$ cat src/rtl/vsk_pkg.sv
package vsk_pkg;

    typedef enum logic [1:0] {
        ST_IDLE = 2'd0,
        ST_RUN  = 2'd1,
        ST_DONE = 2'd2
    } sched_state_e;

endpackage

$ cat src/rtl/vsk_bank.sv
module vsk_bank #(
    parameter int W   = 32,
    parameter int LAT = 2
) (
    input  logic         clk,
    input  logic         rst_n,
    input  logic         rd_req_i,
    input  logic         rd_selb_i,
    input  logic         wr_req_i,
    input  logic [W-1:0] wr_data_i,
    input  logic [W-1:0] img_a_i,
    input  logic [W-1:0] img_b_i,
    output logic [W-1:0] rd_data_o,
    output logic [W-1:0] res_o,
    output logic         clash_o
);

    localparam int RW = $clog2(LAT + 1);

    logic [RW-1:0] rem;
    logic          op_wr;
    logic          selb;
    logic [W-1:0]  wd;
    logic          any_req;

    assign any_req = rd_req_i || wr_req_i;
    assign clash_o = any_req && ((rem != '0) || (rd_req_i && wr_req_i));

    always_ff @(posedge clk or negedge rst_n) begin
        if (!rst_n) begin
            rem       <= '0;
            op_wr     <= 1'b0;
            selb      <= 1'b0;
            wd        <= '0;
            rd_data_o <= '0;
            res_o     <= '0;
        end else if (any_req) begin
            rem   <= RW'(LAT - 1);
            op_wr <= wr_req_i;
            selb  <= rd_selb_i;
            wd    <= wr_data_i;
        end else if (rem != '0) begin
            rem <= rem - 1'b1;
            if (rem == RW'(1)) begin
                if (op_wr) begin
                    res_o <= wd;
                end else begin
                    rd_data_o <= selb ? img_b_i : img_a_i;
                end
            end
        end
    end

    // a module is never addressed while an access is still open
    p_free_on_req_r5: assert property (@(posedge clk) disable iff (!rst_n)
        any_req |-> (rem == '0));

    // read and write never meet in one module in one clock
    p_one_kind_r5: assert property (@(posedge clk) disable iff (!rst_n)
        !(rd_req_i && wr_req_i));

    // read data moves only when an access completes
    p_data_hold_r9: assert property (@(posedge clk) disable iff (!rst_n)
        (rem == '0) |=> $stable(rd_data_o));

endmodule

$ cat src/rtl/vsk_padd.sv
module vsk_padd #(
    parameter int W      = 32,
    parameter int STAGES = 4
) (
    input  logic         clk,
    input  logic         rst_n,
    input  logic         vld_i,
    input  logic [W-1:0] a_i,
    input  logic [W-1:0] b_i,
    output logic         vld_o,
    output logic [W-1:0] sum_o
);

    localparam int CW = W / STAGES;

    logic [W-1:0] pa [STAGES];
    logic [W-1:0] pb [STAGES];
    logic [W-1:0] ps [STAGES+1];
    logic         pc [STAGES];
    logic         pv [STAGES+1];

    assign pa[0] = a_i;
    assign pb[0] = b_i;
    assign ps[0] = '0;
    assign pc[0] = 1'b0;
    assign pv[0] = vld_i;

    for (genvar s = 0; s < STAGES; s++) begin : g_stage
        if (s < STAGES - 1) begin : g_mid
            logic [CW:0] part;
            assign part = {1'b0, pa[s][s*CW +: CW]} + {1'b0, pb[s][s*CW +: CW]}
                        + (CW+1)'(pc[s]);
            always_ff @(posedge clk or negedge rst_n) begin
                if (!rst_n) begin
                    pa[s+1] <= '0;
                    pb[s+1] <= '0;
                    ps[s+1] <= '0;
                    pc[s+1] <= 1'b0;
                    pv[s+1] <= 1'b0;
                end else begin
                    pa[s+1] <= pa[s];
                    pb[s+1] <= pb[s];
                    ps[s+1] <= ps[s];
                    ps[s+1][s*CW +: CW] <= part[CW-1:0];
                    pc[s+1] <= part[CW];
                    pv[s+1] <= pv[s];
                end
            end
        end else begin : g_last
            logic [CW-1:0] part;
            assign part = pa[s][s*CW +: CW] + pb[s][s*CW +: CW] + CW'(pc[s]);
            always_ff @(posedge clk or negedge rst_n) begin
                if (!rst_n) begin
                    ps[s+1] <= '0;
                    pv[s+1] <= 1'b0;
                end else begin
                    ps[s+1] <= ps[s];
                    ps[s+1][s*CW +: CW] <= part;
                    pv[s+1] <= pv[s];
                end
            end
        end
    end

    assign sum_o = ps[STAGES];
    assign vld_o = pv[STAGES];

    if (STAGES == 4) begin : g_chk
        // each output is the wrapped sum of the pair taken four clocks earlier
        p_sum_latency_r3: assert property (@(posedge clk) disable iff (!rst_n)
            vld_o |-> (sum_o == W'($past(a_i, 4) + $past(b_i, 4))));
    end

endmodule

$ cat src/rtl/vsk_sched.sv
module vsk_sched
    import vsk_pkg::*;
#(
    parameter int NB     = 8,
    parameter int OFF_B  = 2,
    parameter int OFF_C  = 4,
    parameter int LAT    = 2,
    parameter int STAGES = 4
) (
    input  logic                  clk,
    input  logic                  rst_n,
    input  logic                  start_i,
    input  logic                  clash_i,
    output logic [NB-1:0]         rd_req_o,
    output logic [NB-1:0]         rd_selb_o,
    output logic [NB-1:0]         wr_req_o,
    output logic                  add_en_o,
    output logic [$clog2(NB)-1:0] a_bank_o,
    output logic [$clog2(NB)-1:0] b_bank_o,
    output logic                  done_o,
    output logic                  err_o
);

    localparam int IW   = $clog2(NB);
    localparam int WR0  = LAT + STAGES;
    localparam int LAST = WR0 + NB + LAT - 2;
    localparam int CW   = $clog2(LAST + 2);

    sched_state_e  state, nxt;
    logic [CW-1:0] cnt;
    logic          err;
    logic          accept;

    logic          rd_en, wr_en;
    logic [IW-1:0] rd_idx, rd_b, wr_idx, wr_c, add_idx;

    assign accept = start_i && (state != ST_RUN);

    // state register, timetable counter and sticky error
    always_ff @(posedge clk or negedge rst_n) begin
        if (!rst_n) begin
            state <= ST_IDLE;
            cnt   <= '0;
            err   <= 1'b0;
        end else begin
            state <= nxt;
            cnt   <= (state == ST_RUN && cnt != CW'(LAST)) ? cnt + 1'b1 : '0;
            if (accept) begin
                err <= 1'b0;
            end else if (clash_i) begin
                err <= 1'b1;
            end
        end
    end

    always_comb begin
        nxt = state;
        unique case (state)
            ST_IDLE: if (start_i) nxt = ST_RUN;
            ST_RUN:  if (cnt == CW'(LAST)) nxt = ST_DONE;
            ST_DONE: if (start_i) nxt = ST_RUN;
            default: nxt = ST_IDLE;
        endcase
    end

    // outputs decoded from the timetable position
    always_comb begin
        rd_en    = (state == ST_RUN) && (cnt < CW'(NB));
        add_en_o = (state == ST_RUN) && (cnt >= CW'(LAT)) && (cnt < CW'(LAT + NB));
        wr_en    = (state == ST_RUN) && (cnt >= CW'(WR0)) && (cnt < CW'(WR0 + NB));
        rd_idx   = IW'(cnt);
        add_idx  = IW'(cnt - CW'(LAT));
        wr_idx   = IW'(cnt - CW'(WR0));
        rd_b     = rd_idx + IW'(OFF_B);
        wr_c     = wr_idx + IW'(OFF_C);
        a_bank_o = add_idx;
        b_bank_o = add_idx + IW'(OFF_B);
        for (int m = 0; m < NB; m++) begin
            rd_req_o[m]  = rd_en && ((IW'(m) == rd_idx) || (IW'(m) == rd_b));
            rd_selb_o[m] = (IW'(m) == rd_b);
            wr_req_o[m]  = wr_en && (IW'(m) == wr_c);
        end
        done_o = (state == ST_DONE);
        err_o  = err;
    end

    // a running timetable advances one step per clock whatever start does
    p_start_ignored_r6: assert property (@(posedge clk) disable iff (!rst_n)
        (state == ST_RUN && cnt != CW'(LAST)) |=>
            (state == ST_RUN && (cnt - $past(cnt)) == CW'(1)));

    // done holds until a start arrives
    p_done_hold_r7: assert property (@(posedge clk) disable iff (!rst_n)
        (done_o && !start_i) |=> done_o);

    // reads come in A/B pairs, never one alone
    p_read_pair_r2: assert property (@(posedge clk) disable iff (!rst_n)
        ($countones(rd_req_o) == 0) || ($countones(rd_req_o) == 2));

    // at most one module is written per clock
    p_write_single_r2: assert property (@(posedge clk) disable iff (!rst_n)
        $onehot0(wr_req_o));

endmodule

$ cat src/rtl/skew_vec_adder.sv
module skew_vec_adder #(
    parameter int W      = 32,
    parameter int NB     = 8,
    parameter int OFF_B  = 2,
    parameter int OFF_C  = 4,
    parameter int LAT    = 2,
    parameter int STAGES = 4
) (
    input  logic          clk,
    input  logic          rst_n,
    input  logic          start_i,
    input  logic [NB*W-1:0] img_a_i,
    input  logic [NB*W-1:0] img_b_i,
    output logic [NB*W-1:0] res_o,
    output logic          done_o,
    output logic          clash_o
);

    localparam int IW = $clog2(NB);

    logic [NB-1:0] rd_req, rd_selb, wr_req, clash_v;
    logic [W-1:0]  rd_data [NB];
    logic          add_en, sum_vld;
    logic [IW-1:0] a_bank, b_bank;
    logic [W-1:0]  sum;

    vsk_sched #(
        .NB(NB), .OFF_B(OFF_B), .OFF_C(OFF_C), .LAT(LAT), .STAGES(STAGES)
    ) u_sched (
        .clk       (clk),
        .rst_n     (rst_n),
        .start_i   (start_i),
        .clash_i   (|clash_v),
        .rd_req_o  (rd_req),
        .rd_selb_o (rd_selb),
        .wr_req_o  (wr_req),
        .add_en_o  (add_en),
        .a_bank_o  (a_bank),
        .b_bank_o  (b_bank),
        .done_o    (done_o),
        .err_o     (clash_o)
    );

    for (genvar m = 0; m < NB; m++) begin : g_bank
        vsk_bank #(.W(W), .LAT(LAT)) u_bank (
            .clk       (clk),
            .rst_n     (rst_n),
            .rd_req_i  (rd_req[m]),
            .rd_selb_i (rd_selb[m]),
            .wr_req_i  (wr_req[m]),
            .wr_data_i (sum),
            .img_a_i   (img_a_i[m*W +: W]),
            .img_b_i   (img_b_i[m*W +: W]),
            .rd_data_o (rd_data[m]),
            .res_o     (res_o[m*W +: W]),
            .clash_o   (clash_v[m])
        );
    end

    vsk_padd #(.W(W), .STAGES(STAGES)) u_add (
        .clk   (clk),
        .rst_n (rst_n),
        .vld_i (add_en),
        .a_i   (rd_data[a_bank]),
        .b_i   (rd_data[b_bank]),
        .vld_o (sum_vld),
        .sum_o (sum)
    );

    // every write carries a sum that has just left the adder
    p_write_has_sum_r4: assert property (@(posedge clk) disable iff (!rst_n)
        (|wr_req) |-> sum_vld);

    // a finished run reports no clash
    p_clean_done_r5: assert property (@(posedge clk) disable iff (!rst_n)
        done_o |-> !clash_o);

endmodule

$ cat config.mk
export PLATFORM = sky130hd
export DESIGN_NAME = skew_vec_adder
export DESIGN_NICKNAME = d
export VERILOG_FILES = /design/src/rtl/vsk_pkg.sv /design/src/rtl/vsk_bank.sv /design/src/rtl/vsk_padd.sv /design/src/rtl/vsk_sched.sv /design/src/rtl/skew_vec_adder.sv
export SDC_FILE = /design/constraint.sdc
export NUM_CORES = 1
export LEC_CHECK = 0
export BUFFER_PORTS_ARGS = -buffer_cell sky130_fd_sc_hd__buf_2
export CAP_MARGIN = 20
export CORE_ASPECT_RATIO = 0.6
export CORE_MARGIN = 2
export CORE_UTILIZATION = 30
export CTS_BUF_LIST = sky130_fd_sc_hd__clkbuf_4
export DETAILED_ROUTE_END_ITERATION = 7
export PLACE_DENSITY = 0.54
export SLEW_MARGIN = 5
export SYNTH_ARGS = -nofsm -noshare
export SYNTH_HDL_FRONTEND = slang
export SYNTH_HIERARCHICAL = 1
export SYNTH_SLANG_ARGS = --single-unit
$ cat constraint.sdc
create_clock -name clk -period 3.8 [get_ports clk]
set_input_delay 0 -clock clk [delete_from_list [all_inputs] [get_ports clk]]
set_output_delay 0 -clock clk [all_outputs]
set_load 0.03 [all_outputs]
==> impl_metrics.yaml <==
sta:
  post-route-min-period_ns: 3.65
  rsz0062_at_grt: "no"
  fin_crit_sh_pct: 96.0
  setup_viol: 0
  clock.fmax_mhz: 274
  slew_headroom_pct: 21.2
  tightest_slew_ns: 1.18
  fin_skew_ns: 0.0677
  hold_viol: 0
  final.setup.tns_ns: 0
  final_max_slew_viol_count: 0
pwr:
  pwr-share-comb_pct: 52.0
  swShare_pct: 38.4
  netSwitchingPower_uw: 23500
  power_density_nw_per_um2: 960
  vdd.ir_drop.worst_mv: 0.648
  p_seq_share_pct: 33.7
  p_clk_share_pct: 14.3
  p_int_uw: 37800
  leakagePower_uw: 0.0289
placement:
  io_buffers: 772
  dp.final_hpwl_um: 100000
  place_area_um2: 50600
  gp_congestion: 0.830
cts:
  numCtsBuffers: 238
  clockBufferDepth: 3
  htreeDepth: 4
  clk_pin_slew_ns: 0.07
  cts.sinks: 986
  insertion_delay_ns: 1.18
  cts-root-buf: "clkbuf_4"
  cts_tree: "done"
grt:
  grt-ovfl-total: 0
  grt_pass1_wl_um: 222000
  grt_max_degree: 96
  antenna_found_initial: 16
  grt_pass1_vias: 34300
  track_usage_pct: 20.1
critical_path:
  cp.required_ns: 4.81
  cp-start-kind: "flip-flop"
  cp.arrival_ns: 4.65
  rr_worst_depth: 8
  crit_buf_inv: 3
  critical_path_class: "reg2reg"
  critPathCaptureType: "flip-flop"
  r2r_start: "u_sched/cnt[1]"
  reg2reg_to: "g_bank[6].u_bank/rd_data_o[15]"
  cp_slowest_cell: "dfrtp_4"
  ff2ff_setup_slack_ns: 0.15
  path_max_fanout: 26
  cpPeakStageDelay_ns: 0.55
  cp_cell_sequence: "ha_4 > buf_4 > nand2b_1 > a21oi_1 > nor4_4 > buf_6 > mux2_2 > dlygate4sd3_1"
  crit_family: "buffers and inverters"
routing:
  drtIter0Drc: 1751
  drt-wirelength-per-cell_um: 22.4
  routed_wirelength_um: 154000
  drc_errors: 0
  viasPerCell: 4.66
  vias: 32000
  ant_nets: 0
  dr.pass1.iters: 5
hold_path:
  min_from: "start_i"
  hold_depth: 4
  hold_path_class: "in2reg"
  whs_endpoint: "u_sched/err_o"
yosys:
  synth_nets: 3333
  synthCells: 2759
  synth_area_um2: 44400
  avgSynthCellArea_um2: 16.1
  yosysWarnings: 6
final_layout:
  fin_nets: 5306
  fin_area_um2: 63900
  layout-drive-gt1-share_pct: 49.6
  areaGrowthSynthToFinish_pct: 43.9
  fill_cells: 13400
die:
  core_area_um2: 147000
  rows: 109
  fp.dieArea_um2: 151000
  die_h_um: 302
  die_w_um: 501
  initial_core_util_pct: 30.2
  boundaryPins: 773
run_status:
  status: "complete, no violations"
job:
  maxCapViolCount: 0
placed cells by master, fill, tap and decap left out, types with 9 or more instances in the layout:
cell type      count
dfrtp_1          976
a21oi_1           44
dlygate4sd3_1   1029
mux4_1            80
nor2_1            34
buf_12            26
inv_1             55
o21ai_0           13
clkbuf_4         353
a21o_1            15
mux2_1            16
clkinv_1          41
buf_4             82
xor2_1            11
ha_1              51
nor2b_1           10
xnor2_1           17
nor3_1            10
buf_2            771
nand2_1           26
diode_2            9
mux4_2            48
mux2_2          1081
worst reg2reg max path: cells and delay by family (launching register included):
family                     cells  cell delay [ns]
buffers and inverters          3             1.30
adders and majority gates      1             0.31
DFF                            1             0.55
and+or+nand+nor                2             0.73
muxes                          1             0.40
AOI/OAI and AO/OA              1             0.21
cell type report:
| type | count | area [um2] | share of cell area (%) |
|---|---|---|---|
| inverters | 56 | 210 | 0.329 |
| multi-input cells | 1539 | 18200 | 28.5 |
| diodes | 9 | 22.5 | 0.0352 |
| repair buffers | 1911 | 15300 | 24.0 |
| well taps | 1942 | 2430 | 3.80 |
| clock inverters | 59 | 314 | 0.492 |
| clock buffers | 353 | 2650 | 4.15 |
| flip-flops and latches | 986 | 24700 | 38.6 |
power by group through the flow:
stage               registers [uW]  clock network (uW)  logic (uW)
finish                       20600                8780       31900
global placement             20700                   0       27400
global route                 21400                9750       34200
detailed placement           20900                   0       27700
floorplan                    20700                   0       18500
CTS                          20700                9170       32000
metrics by stage:
stage	std cells	setup slack, ns	hold slack [ns]	utilization, %	total power (uW)
2_1_floorplan	2759	0.146	-0.296	-	39200
3_3_place_gp	5404	0.200	0.157	34.4	48100
3_5_place_dp	5404	0.237	0.135	34.4	48600
4_1_cts	6846	0.0565	0.0486	43.4	61900
5_1_grt	6851	0.00369	0.124	43.5	65300
6_report	6855	0.153	0.215	43.5	61300
worst max-delay path by stage:
stage,start,endpoint,cells after the start
floorplan,u_sched/cnt[2],u_add/pc[2],16
global placement,u_sched/cnt[1],u_add/pc[2],11
detailed placement,u_sched/cnt[1],u_add/pc[2],11
CTS,u_sched/cnt[1],g_bank[6].u_bank/rd_data_o[15],8
global route,u_sched/cnt[1],u_add/ps[103],10
finish,u_sched/cnt[1],g_bank[6].u_bank/rd_data_o[15],8
registers in the layout, indices dropped and copies added (netlist names):
signal and flops:
u_sched/err_o 1, g_bank.u_bank/rd_data_o 256, g_bank.u_bank/op_wr 8, u_add/sum_o 32, u_add/pb 48, g_bank.u_bank/rem 16, u_add/pa 48, u_add/ps 48
g_bank.u_bank/selb 8, g_bank.u_bank/wd 256, u_add/pc 3, g_bank.u_bank/res_o 256, u_sched/cnt 4, u_sched/state 2
timing repair:
action                                   CTS  global route
setup buffers                              0             0
endpoints found under the setup margin     0            20
hold endpoints to repair                1245             0
gates resized for setup                    0             1
hold buffers                            1030             0
per-layer routing:
layer / vias to the layer above / global-route usage (%) / wire (um) / part of all wire (%)
met5: - / 0 / 0 / 0
met4: 0 / 7.15 / 4370 / 2.8
met3: 261 / 4.07 / 6980 / 4.5
met2: 955 / 31.6 / 71600 / 47
met1: 16500 / 27.5 / 70700 / 46
li1: 14200 / - / - / -
Power figures use the tool's default switching activity.
